<file path="src/rtl/macreg_pkg.sv">
package macreg_pkg;

    localparam int unsigned OFS_CTL = 0;
    localparam int unsigned OFS_STS = 1;

    // control byte positions
    localparam int unsigned CB_EXT  = 7;
    localparam int unsigned CB_WEN  = 6;
    localparam int unsigned CB_RSVD = 5;
    localparam int unsigned CB_FCOL = 4;
    localparam int unsigned CB_FDX  = 3;
    localparam int unsigned CB_LBHI = 2;
    localparam int unsigned CB_LBLO = 1;
    localparam int unsigned CB_RST  = 0;

    // status byte positions
    localparam int unsigned SB_SPD  = 7;
    localparam int unsigned SB_LINK = 6;
    localparam int unsigned SB_WAKE = 5;
    localparam int unsigned SB_TX2  = 3;
    localparam int unsigned SB_TX1  = 2;
    localparam int unsigned SB_RXOV = 1;

    typedef enum logic [1:0] {
        LPBK_NONE = 2'b00,
        LPBK_MAC  = 2'b01,
        LPBK_PHY  = 2'b10,
        LPBK_RSVD = 2'b11
    } lpbk_e;

    typedef struct packed {
        logic  ext;
        logic  wen;
        logic  fcol;
        logic  fdx;
        lpbk_e lpbk;
    } ctl_t;

    typedef struct packed {
        logic wake;
        logic tx2;
        logic tx1;
    } sticky_t;

endpackage

</file>
<file path="src/rtl/macreg_srst_timer.sv">
module macreg_srst_timer #(
    parameter int unsigned CYC = 2000
) (
    input  logic clk,
    input  logic rst_n,
    input  logic start,
    output logic active
);
    localparam int unsigned CNT_W = (CYC < 2) ? 1 : $clog2(CYC + 1);

    typedef struct packed {
        logic             active;
        logic [CNT_W-1:0] cnt;
    } tmr_t;

    tmr_t st_d, st_q;

    always_comb begin
        st_d = st_q;
        if (!st_q.active) begin
            if (start) begin
                st_d.active = 1'b1;
                st_d.cnt    = CNT_W'(CYC - 1);
            end
        end else if (st_q.cnt == '0) begin
            st_d.active = 1'b0;
        end else begin
            st_d.cnt = st_q.cnt - 1'b1;
        end
    end

    always_ff @(posedge clk or negedge rst_n) begin
        if (!rst_n) st_q <= '0;
        else        st_q <= st_d;
    end

    assign active = st_q.active;

endmodule

</file>
<file path="src/rtl/macreg_ctl.sv">
module macreg_ctl
    import macreg_pkg::*;
(
    input  logic       clk,
    input  logic       rst_n,
    input  logic       wr_hit,
    input  logic [7:0] wdata,
    input  logic       srst_active,
    input  logic       phy_fdx,
    output ctl_t       ctl,
    output logic       fdx_eff,
    output logic       srst_start,
    output logic       wake_wipe
);
    ctl_t ctl_d, ctl_q;
    logic accept;
    logic rsvd_unused;

    assign rsvd_unused = wdata[CB_RSVD];
    assign accept      = wr_hit && !srst_active;
    assign srst_start  = accept && wdata[CB_RST];
    assign wake_wipe   = accept && !wdata[CB_RST] && !wdata[CB_WEN];

    always_comb begin
        ctl_d = ctl_q;
        if (srst_start) begin
            ctl_d.fcol = 1'b0;
            ctl_d.fdx  = 1'b0;
            ctl_d.lpbk = LPBK_NONE;
        end else if (accept) begin
            ctl_d.ext  = wdata[CB_EXT];
            ctl_d.wen  = wdata[CB_WEN];
            ctl_d.fcol = wdata[CB_FCOL];
            ctl_d.lpbk = lpbk_e'(wdata[CB_LBHI:CB_LBLO]);
            if (ctl_q.ext)
                ctl_d.fdx = wdata[CB_FDX];
        end
    end

    always_ff @(posedge clk or negedge rst_n) begin
        if (!rst_n) ctl_q <= '0;
        else        ctl_q <= ctl_d;
    end

    assign ctl     = ctl_q;
    assign fdx_eff = ctl_q.ext ? ctl_q.fdx : phy_fdx;

endmodule

</file>
<file path="src/rtl/macreg_sts.sv">
module macreg_sts
    import macreg_pkg::*;
(
    input  logic    clk,
    input  logic    rst_n,
    input  logic    rd_clr,
    input  logic    w1c_hit,
    input  sticky_t w1c_mask,
    input  logic    wake_wipe,
    input  logic    srst_start,
    input  logic    wake_en,
    input  logic    ev_wake,
    input  logic    ev_tx1,
    input  logic    ev_tx2,
    output sticky_t flags
);
    sticky_t flg_d, flg_q;
    sticky_t clr, set;

    always_comb begin
        clr = '0;
        if (rd_clr)
            clr = '1;
        if (w1c_hit)
            clr = clr | w1c_mask;
        if (wake_wipe)
            clr.wake = 1'b1;
        if (srst_start) begin
            clr.tx1 = 1'b1;
            clr.tx2 = 1'b1;
        end
        set.wake = ev_wake && wake_en;
        set.tx2  = ev_tx2;
        set.tx1  = ev_tx1;
        flg_d    = (flg_q & ~clr) | set;
    end

    always_ff @(posedge clk or negedge rst_n) begin
        if (!rst_n) flg_q <= '0;
        else        flg_q <= flg_d;
    end

    assign flags = flg_q;

endmodule

</file>
<file path="src/rtl/macreg_bank.sv">
module macreg_bank
    import macreg_pkg::*;
#(
    parameter int unsigned ADDR_W  = 8,
    parameter int unsigned CLK_KHZ = 200000,
    parameter int unsigned SRST_US = 10
) (
    input  logic              clk,
    input  logic              rst_n,
    input  logic [ADDR_W-1:0] bus_addr,
    input  logic [7:0]        bus_wdata,
    input  logic              bus_we,
    input  logic              bus_re,
    output logic [7:0]        bus_rdata,
    input  logic              ev_wake,
    input  logic              ev_tx1_done,
    input  logic              ev_tx2_done,
    input  logic              rx_ovf_flag,
    input  logic              link_up,
    input  logic              speed_10m,
    input  logic              phy_fdx,
    output logic              ctl_ext_phy,
    output logic              ctl_wake_en,
    output logic              ctl_force_col,
    output logic              ctl_fdx,
    output logic [1:0]        ctl_lpbk,
    output logic              soft_rst
);
    localparam int unsigned SRST_CYC = (CLK_KHZ * SRST_US) / 1000;

    logic    hit_ctl, hit_sts;
    ctl_t    ctl;
    logic    fdx_eff, srst_start, wake_wipe, srst_active;
    sticky_t flags, w1c_mask;
    logic [7:0] ctl_rd, sts_rd;
    logic [7:0] rd_d, rd_q;

    assign hit_ctl = (bus_addr == ADDR_W'(OFS_CTL));
    assign hit_sts = (bus_addr == ADDR_W'(OFS_STS));

    macreg_srst_timer #(.CYC(SRST_CYC)) u_tmr (
        .clk    (clk),
        .rst_n  (rst_n),
        .start  (srst_start),
        .active (srst_active)
    );

    macreg_ctl u_ctl (
        .clk         (clk),
        .rst_n       (rst_n),
        .wr_hit      (bus_we && hit_ctl),
        .wdata       (bus_wdata),
        .srst_active (srst_active),
        .phy_fdx     (phy_fdx),
        .ctl         (ctl),
        .fdx_eff     (fdx_eff),
        .srst_start  (srst_start),
        .wake_wipe   (wake_wipe)
    );

    assign w1c_mask.wake = bus_wdata[SB_WAKE];
    assign w1c_mask.tx2  = bus_wdata[SB_TX2];
    assign w1c_mask.tx1  = bus_wdata[SB_TX1];

    macreg_sts u_sts (
        .clk        (clk),
        .rst_n      (rst_n),
        .rd_clr     (bus_re && hit_sts),
        .w1c_hit    (bus_we && hit_sts),
        .w1c_mask   (w1c_mask),
        .wake_wipe  (wake_wipe),
        .srst_start (srst_start),
        .wake_en    (ctl.wen),
        .ev_wake    (ev_wake),
        .ev_tx1     (ev_tx1_done),
        .ev_tx2     (ev_tx2_done),
        .flags      (flags)
    );

    always_comb begin
        ctl_rd = '0;
        ctl_rd[CB_EXT]          = ctl.ext;
        ctl_rd[CB_WEN]          = ctl.wen;
        ctl_rd[CB_FCOL]         = ctl.fcol;
        ctl_rd[CB_FDX]          = fdx_eff;
        ctl_rd[CB_LBHI:CB_LBLO] = ctl.lpbk;
        ctl_rd[CB_RST]          = srst_active;

        sts_rd = '0;
        sts_rd[SB_SPD]  = link_up && speed_10m;
        sts_rd[SB_LINK] = link_up;
        sts_rd[SB_WAKE] = flags.wake;
        sts_rd[SB_TX2]  = flags.tx2;
        sts_rd[SB_TX1]  = flags.tx1;
        sts_rd[SB_RXOV] = rx_ovf_flag;

        rd_d = rd_q;
        if (bus_re) begin
            if (hit_ctl)      rd_d = ctl_rd;
            else if (hit_sts) rd_d = sts_rd;
            else              rd_d = '0;
        end
    end

    always_ff @(posedge clk or negedge rst_n) begin
        if (!rst_n) rd_q <= '0;
        else        rd_q <= rd_d;
    end

    assign bus_rdata     = rd_q;
    assign ctl_ext_phy   = ctl.ext;
    assign ctl_wake_en   = ctl.wen;
    assign ctl_force_col = ctl.fcol;
    assign ctl_fdx       = fdx_eff;
    assign ctl_lpbk      = ctl.lpbk;
    assign soft_rst      = srst_active;

endmodule

</file>
<file path="config.mk">
export PLATFORM = sky130hd
export DESIGN_NAME = macreg_bank
export DESIGN_NICKNAME = d
export VERILOG_FILES = /design/src/rtl/macreg_pkg.sv /design/src/rtl/macreg_srst_timer.sv /design/src/rtl/macreg_ctl.sv /design/src/rtl/macreg_sts.sv /design/src/rtl/macreg_bank.sv
export SDC_FILE = /design/constraint.sdc
export NUM_CORES = 1
export LEC_CHECK = 0
export BUFFER_PORTS_ARGS = -buffer_cell sky130_fd_sc_hd__buf_2
export CORE_ASPECT_RATIO = 1.2
export CORE_MARGIN = 8
export CORE_UTILIZATION = 55
export DETAILED_ROUTE_END_ITERATION = 12
export PLACE_DENSITY = 0.92
export SYNTH_ARGS = -nofsm -noshare
export SYNTH_HDL_FRONTEND = slang
export SYNTH_SLANG_ARGS = --single-unit
</file>
<file path="constraint.sdc">
create_clock -name clk -period 5.81 [get_ports clk]
set_input_delay 0.581 -clock clk [delete_from_list [all_inputs] [get_ports clk]]
set_output_delay 0.581 -clock clk [all_outputs]
set_load 0.05 [all_outputs]
</file>
Yosys cells after proc, flatten, opt, wreduce, memory -nomap -nowiden
Index checks and enable logic that the tools add are counted.
W data, S select, Z words.
- bits in registers: 29
- input port bits: 27
- mux-type cells: 14
- reduce and logical (&&, ||, !) cells: 20
- $add $sub $neg: 1
- equal/unequal tests: 2
- bitwise gates (word level): 5
- operators with widths (kind ; count):
    $mux W12 ; 2
    $mux W8 ; 2
    $logic_not A11 Y1 ; 1
    $mux W11 ; 1
    $sub A11 B1 Y11 const B ; 1
    $logic_and A1 B1 Y1 ; 9
    $eq A8 B1 Y1 const B ; 1
    $logic_not A8 Y1 ; 1
    $mux W4 ; 2
    $mux W3 ; 2
    $or A3 B3 Y3 ; 2
    $reduce_and A2 Y1 ; 3
    $reduce_bool A2 Y1 ; 3
    $mux W1 ; 4
    $and A3 B3 Y3 ; 1
    $logic_not A1 Y1 ; 3
    $not A3 Y3 ; 1
    $mux W2 ; 1
    $ne A2 B2 Y1 const B ; 1
    $not A1 Y1 ; 1

Longest topological paths before layout
Gate-level depths: netlist of the first run.
- depth in word-level cells: 9
- gate-level depth with buffers: 7

Modules after synthesis
From an unflattened synthesis of the first run, not the netlist that was laid out.
- cell total of the unflattened synthesis: 154
- area total of the unflattened synthesis: 1590.3 um^2
- by module, submodules not included (module ; seq. area each (um^2) ; cells each ; times used ; area an instance (um^2)):
    macreg_srst_timer ; 300.3 ; 67 ; 1 ; 701.9
    macreg_bank ; 200.2 ; 48 ; 1 ; 478.0
    macreg_ctl ; 150.1 ; 29 ; 1 ; 285.3
    macreg_sts ; 75.1 ; 10 ; 1 ; 125.1

Worst setup path after synthesis of the first run
Ideal clock, no wire load.
- kind: in2reg
- from: input bus_addr[0]
- to: register u_ctl.ctl_q (netlist bit u_ctl.ctl[4])
- path slack: 3.935 ns
- arrival: 1.751 ns
- data required time: 5.685 ns
- stages on the path: 5
- library setup time: 0.125 ns
- cell sequence: clkbuf_1 > nor3b_1 > nand3_1 > nor2_1 > mux2_2
- cells in the longest elaborated chain, start to end: 6
- RTL lines (element ; RTL line ; source):
    from (decl) ; macreg_bank.sv:10 ; input logic [ADDR_W-1:0] bus_addr,
    $logic_not A8 Y1 * ; macreg_bank.sv:38 ; assign hit_ctl = (bus_addr == ADDR_W'(OFS_CTL));
    $logic_and A1 B1 Y1 * ; macreg_bank.sv:51 ; .wr_hit (bus_we && hit_ctl),
    $logic_and A1 B1 Y1 * ; macreg_ctl.sv:20 ; assign accept = wr_hit && !srst_active;
    $logic_and A1 B1 Y1 ; macreg_ctl.sv:21 ; assign srst_start = accept && wdata[CB_RST];
    $not A1 Y1 (no line) ; n/a ;
    $reduce_and A2 Y1 (no line) * ; n/a ;
    to (signal assigned) ; macreg_ctl.sv:42 ; else ctl_q <= ctl_d;
    to (decl) ; macreg_ctl.sv:15 ; ctl_t ctl_d, ctl_q;
Mark *: on every way between the ends. The rest lies on a longest branch, timed or not.
A chain may end at the register's enable or synchronous reset.

Worst setup path after layout of the first run
- from: register u_tmr.st_q[0] in the netlist's numbering
- to: register u_tmr.st_q[2] in the netlist's numbering
- cells in the longest elaborated chain, start to end: 3
- RTL lines (element ; RTL line ; source):
    from (decl) ; macreg_srst_timer.sv:16 ; tmr_t st_d, st_q;
    from (signal assigned) ; macreg_srst_timer.sv:34 ; else st_q <= st_d;
    $sub A11 B1 Y11 or $logic_not A11 Y1 (tied branches) ; macreg_srst_timer.sv:28, macreg_srst_timer.sv:25 ;
    $mux W11 or $ne A2 B2 Y1 (tied branches) ; n/a ;
    $mux W12 or $reduce_and A2 Y1 (tied branches) ; n/a ;
Parallel ways exist; a longest one is shown, timed or not. The select of a mux whose other input is x is not followed.

==> qor.yml, run 1 <==
status:
  status: "finished clean"
grt:
  grt_first_pass_wirelength_microns: 6020
  grt_use_total: 0.164
  grt_pass1_vias: 1281
  grt_max_degree: 30
  grt_overflow: 0
  antenna_found_initial: 0
synthesis:
  synth.top_cell.area_share: 0.472
  yosysTopAreaCell: "dfrtp_1"
  synth_area_sq_um: 1540
  ys_ff_latch: 29
  ys_async_sr_fraction: 1.00
  syn_inst: 162
  syn_nets: 191
  synth.distinct_cells: 40
  yosysWarnings: 0
  synth_ff_type: "dfrtp_1"
  ys_seq_area_frac: 0.472
  synth_edf_count: 0
  synth_area_per_cell_sq_um: 9.48
  netlist_top_cells_area: "dfrtp_1, nand2_1, mux2_2"
die:
  core-area_sq_um: 2730
  num_rows: 21
  dieArea_sq_um: 4750
  dieWidth_microns: 64.3
  io_pins: 42
  floorplan.initialDensity: 0.562
  dieHeight_microns: 73.9
setup_path:
  cp_cell_sequence: "inv_1, ha_1, or4b_1, o31a_1, xnor2_1, nand2_1"
  startpoint_type: "flip-flop"
  worst_ep_arrival_time_ns: 2.26
  required_ns: 6.02
  critPathSlowestCell: "or4b_1"
  crit_type: "reg -> reg"
  max_stage_delay_ns: 0.60
  crit_path_end_kind: "flip-flop"
  path_max_fanout: 6
power_and_ir_drop:
  p_clk_frac: 0.344
  p_leak_nw: 0.798
  ir_drop_mv: 0.158
  seq_power_share: 0.583
  p_sw_uw: 88.8
  pwr-share-comb: 0.073
  total_power_uw: 347
  power_density_nw_per_um2: 193
  p_int_uw: 258
  sw_frac_of_total: 0.256
drt:
  routedWlPerCell_microns: 15.4
  antenna_left: 0
  wl_microns: 3660
  first_pass_iters: 4
  drt_iter0_markers: 90
  drc: 0
  vias: 1340
  viasPerCell: 5.63
sta:
  slew_headroom: 0.537
  finalCritPeriodShare: 0.354
  fmax_mhz: 487
  rsz0062_at_grt: "no"
  min_period_ns: 2.05
  slew_viol_final: 0
  clock_skew_ns: 0.0116
  fin_hold_ws_ns: 0.260
  final.setup.tns_ns: 0
  setup_viol: 0
  worst_slew_pin_slew_ns: 0.688
  hold_viol_final: 0
place:
  place.port_buffers: 41
  hpwlAfterDp_microns: 2750
  gp_congestion: 0.850
cts:
  cts_setup_buffers: 0
  numCtsBuffers: 5
  cts_root_buffer: "clkbuf_4"
  cts_repair_resize_count: 0
  h-tree-depth: 2
  holdBufCountCts: 0
  clockBufferDepth: 2
  cts_tree: "done"
  clkTransAtPathRegs_ns: 0.10
  cts_sinks: 29
  clk_latency_ns: 0.33
min_path:
  hp-class: "in -> async"
layout:
  fillCellCount: 241
  num-nets-final: 231
  layout-drive-gt1-share: 0.300
  area_growth_pct: 17.0
job:
  maxCapViolations: 0
[worst max-delay path: cells and delay by family, from the launching register on]
family	cells	cell delay, ns
simple gates	2	0.67
flops	1	0.43
compound gates	1	0.37
fa+ha+maj	1	0.18
xor+xnor	1	0.15
buf+inv	1	0.12
[logic make-up (layout without fill, tap and decap cells)]
logic type,count (synthesis),count (layout),share of synthesized area
and+or+nand+nor,70,70,0.239
DFF,29,29,0.472
AOI/OAI and AO/OA,26,26,0.124
buffers and inverters,21,62,0.0578
muxes,8,8,0.0570
xor gates and xnor gates,6,6,0.0342
adders and majority gates,2,2,0.0163
other,0,1,0
[stage by stage]
step	utilization	instances	cell area, sq um	setup WS (ns)
6_report	0.658	238	1800	3.76
5_1_grt	0.657	237	1800	3.65
4_1_cts	0.657	237	1800	3.76
3_5_place_dp	0.638	229	1740	3.62
3_3_place_gp	0.638	229	1740	3.67
2_1_floorplan	-	162	1540	3.93
[metal layers]
layer / track usage / vias to the layer above / routed length [microns]
li1: - / 647 / -
met1: 0.181 / 629 / 1550
met2: 0.263 / 55 / 1670
met3: 0.0808 / 9 / 359
met4: 0.0680 / 0 / 79
met5: 0 / - / 0
[state kept, by name, summed over array words and instances (netlist names)]
name,cells
u_tmr.st_q,11
bus_rdata,8
u_ctl.ctl,6
u_sts.flags,3
u_tmr.active,1
[power by group through the flow]
stage / clock [mW] / sequential (mW) / combinational, mW
detailed placement: 0 / 0.206 / 0.0253
finish: 0.119 / 0.202 / 0.0252
global route: 0.132 / 0.202 / 0.0281
floorplan: 0 / 0.207 / 0.00966
global placement: 0 / 0.206 / 0.0248
CTS: 0.121 / 0.202 / 0.0254
[cell usage in the layout, fill, tap and decap left out, types with 2 or more instances in the layout]
| cell type | n |
|---|---|
| buf_2 | 41 |
| dfrtp_1 | 29 |
| nand2_1 | 27 |
| inv_1 | 13 |
| o21ai_0 | 11 |
| nand3_1 | 10 |
| nor2_1 | 8 |
| nand4_1 | 6 |
| mux2_2 | 6 |
| clkbuf_4 | 5 |
| nor3_1 | 3 |
| o32ai_1 | 3 |
| xor2_1 | 3 |
| xnor2_1 | 3 |
| and2_1 | 2 |
| a21o_1 | 2 |
| a31o_2 | 2 |
| nor3b_1 | 2 |
| nor4b_1 | 2 |
| mux2i_1 | 2 |
| a31oi_1 | 2 |
| ha_1 | 2 |
| clkinv_2 | 2 |
[synthesized netlist by cell type, types with 2 or more instances]
library cell  number
a21o_1             2
a31o_2             2
a31oi_1            2
and2_1             2
buf_2              2
buf_4              2
clkbuf_1           3
dfrtp_1           29
ha_1               2
inv_1             13
mux2_2             6
mux2i_1            2
nand2_1           27
nand3_1           10
nand4_1            6
nor2_1             8
nor3_1             3
nor3b_1            2
nor4b_1            2
o21ai_0           11
o32ai_1            3
xnor2_1            3
xor2_1             3
[final timing paths]
path	slack (ns)	from	cells past startpoint	to
setup / recovery	3.76	u_tmr.st_q[0]	6	u_tmr.st_q[2]
setup reg to reg	3.76	u_tmr.st_q[0]	6	u_tmr.st_q[2]
max in group asynchronous	5.12	rst_n	1	u_ctl.ctl[5]
min in group clk	0.43	ev_tx1_done	2	u_sts.flags[0]
hold / removal	0.26	rst_n	1	bus_rdata[1]
hold reg to reg	0.51	u_ctl.ctl[2]	1	u_ctl.ctl[2]
[area by class of cell]
type	instances	area (sq um)	share of cell area
Antenna cell	1	2.50	0.00139
Timing Repair Buffer	41	205	0.114
Clock buffer	6	41.3	0.0230
Inverter	13	48.8	0.0271
Sequential cell	29	726	0.404
Clock inverter	2	10.0	0.00557
Multi-Input combinational cell	112	722	0.402
Tap cell	34	42.5	0.0237
Power figures use the tool's default switching activity.
==> inputs of run 2 (changes only) <==
Settings changed: ABC_AREA from default to 1, CORE_UTILIZATION 55 to 52, PLACE_DENSITY 0.92 to 0.88.
Clock period 5.81 ns to 2 ns, I/O delays scaled along.
==> qor.yml, run 2 <==
status:
  status: "finished clean"
die:
  dieWidth_microns: 66.8
  num_rows: 22
  core-area_sq_um: 3000
  floorplan.initialDensity: 0.536
  io_pins: 42
  dieArea_sq_um: 5140
  dieHeight_microns: 76.9
layout:
  final_cell_mix: "nand2_1, buf_2, dfrtp_1"
  layout-drive-gt1-share: 0.285
  largest-register: "u_tmr.st_q"
  num-nets-final: 271
  antenna_cells: 0
  layout_commonest_cell: "nand2_1"
  area_growth_pct: 17.3
  largest_reg_flops: 11
synthesis:
  ys_async_sr_fraction: 1.00
  synth_area_per_cell_sq_um: 8.13
  yosysMostFrequentCell: "nand2_1"
  synth_area_sq_um: 1610
  synth_edf_count: 0
  ys_ff_latch: 29
  synth_ff_type: "dfrtp_1"
  synth_common_cells: "nand2_1, dfrtp_1, nand3_1"
  synth.distinct_cells: 26
  syn_inst: 198
  synth.top_cell.area_share: 0.451
  netlist_top_cells_area: "dfrtp_1, nand2_1, nand3_1"
  yosysWarnings: 0
  yosysTopAreaCell: "dfrtp_1"
  syn_nets: 227
  ys_seq_area_frac: 0.451
sta:
  final.setup.tns_ns: 0
  min_period_ns: 1.52
  rsz0062_at_grt: "no"
  hold_viol_final: 0
  slew_viol_final: 0
  fmax_mhz: 657
  clock_skew_ns: 0.0124
  worst_slew_pin_slew_ns: 0.633
  slew_headroom: 0.578
  setup_viol: 0
  timing.final.ws_setup_ns: 0.478
  finalCritPeriodShare: 0.761
place:
  gp_congestion: 0.876
  hpwlAfterDp_microns: 2880
  place.port_buffers: 41
  place_ws_ns: 0.559
cts:
  numCtsBuffers: 5
  cts_sinks: 29
  h-tree-depth: 2
  cts_setup_buffers: 0
  clkTransAtPathRegs_ns: 0.08
  cts_tree: "done"
  cts_root_buffer: "clkbuf_4"
  clk_latency_ns: 0.33
  clockBufferDepth: 2
setup_path:
  rrSetupSlack_ns: 0.55
  cp_cell_sequence: "o21ai_1, buf_2"
  r2r_start: "u_tmr.active"
  critPathSlowestCell: "dfrtp_1"
  cp.buffers_inverters: 1
  rr_worst_depth: 6
  crit_path_end_kind: "output port"
  max_stage_delay_ns: 0.45
  startpoint_type: "flip-flop"
  cpLargestDelayFamily: "flip-flops"
  required_ns: 1.80
  crit_type: "reg -> out"
  rr_endpoint: "u_tmr.st_q[4]"
  worst_ep_arrival_time_ns: 1.32
  path_max_fanout: 7
drt:
  drt_iter0_markers: 89
  drc: 0
  routedWlPerCell_microns: 13.3
  wl_microns: 3690
  antenna_left: 0
  vias: 1455
  first_pass_iters: 4
  viasPerCell: 5.23
power_and_ir_drop:
  power_density_nw_per_um2: 565
  p_leak_nw: 1.00
  ir_drop_mv: 0.430
  total_power_mw: 1.07
job:
  maxCapViolations: 0
min_path:
  min_from: "ev_tx1_done"
  holdPathEnd: "u_sts.flags[0]"
  hp-class: "in -> reg"
  hold_path_depth: 2
grt:
  grt_max_degree: 30
  grt_pass1_vias: 1558
  grt_overflow: 0
  antenna_found_initial: 0
  grt_first_pass_wirelength_microns: 6530
  grt_use_total: 0.159
==> run 2: cell count changes in the layout (fill, tap and decap cells not counted), moves of 7 or more <==
cell,delta
a21oi_1,+10
inv_1,+9
nand2_1,+19
nand3_1,+14
nor2_1,+8
nor2_2,+7
==> run 2: what timing repair did <==
item,4_1_cts,5_1_grt
hold buffers,1,0
endpoints found under the hold margin,29,0
gates resized for setup,0,0
==> run 2: worst reg2reg max path, delay by kind of cell, from the launching register on <==
family | cells | cell delay, ns
buffers and inverters | 1 | 0.05
AND/OR/NAND/NOR | 5 | 0.76
flip-flops | 1 | 0.54
==> run 2: stage by stage <==
step | instances | area (sq um) | hold slack (ns) | util
after floorplan | 198 | 1610 | -0.0956 | -
after global placement | 270 | 1820 | 0.265 | 0.608
after detailed placement | 270 | 1820 | 0.267 | 0.608
after CTS | 278 | 1890 | 0.0634 | 0.629
after global routing | 278 | 1890 | 0.0460 | 0.629
final | 278 | 1890 | 0.0672 | 0.629
==> run 2: layout make-up <==
cell class                 instances  area (sq um)
fill                             250          1110
multi-input combinational        140           757
sequential                        29           726
timing repair buffer              42           215
inverter                          24          90.1
clock buffer                       7          55.1
tap                               36          45.0
==> run 2: worst max path at each step <==
stage	endpoint	cells past startpoint	from	slack (ns)
finish	ctl_fdx	2	u_ctl.ctl[5]	0.48
global route	ctl_fdx	2	u_ctl.ctl[5]	0.42
CTS	ctl_fdx	2	u_ctl.ctl[5]	0.50
detailed placement	u_tmr.st_q[4]	6	u_tmr.active	0.56
global placement	u_tmr.st_q[2]	9	u_tmr.st_q[0]	0.57
floorplan	bus_rdata[3]	3	u_ctl.ctl[5]	0.21
==> run 2: cells by family after synthesis <==
family / share of synthesized area
AO/OA/AOI/OAI: 0.0824
buffers and inverters: 0.0785
flip-flops: 0.451
AND/OR/NAND/NOR: 0.367
XOR/XNOR: 0.00544
adder cells (fa/ha/maj): 0.0155
==> run 2: layer usage <==
metal,share of wire,GRT usage,vias to the layer above
li1,-,-,729
met1,0.42,0.172,670
met2,0.49,0.264,46
met3,0.058,0.0669,10
met4,0.024,0.0578,0
met5,0,0,-
==> run 2: power breakdown <==
part	switching, mW	internal [mW]
clock	0.196	0.166
sequential	0.00392	0.593
combinational	0.0738	0.0347
total	0.273	0.794
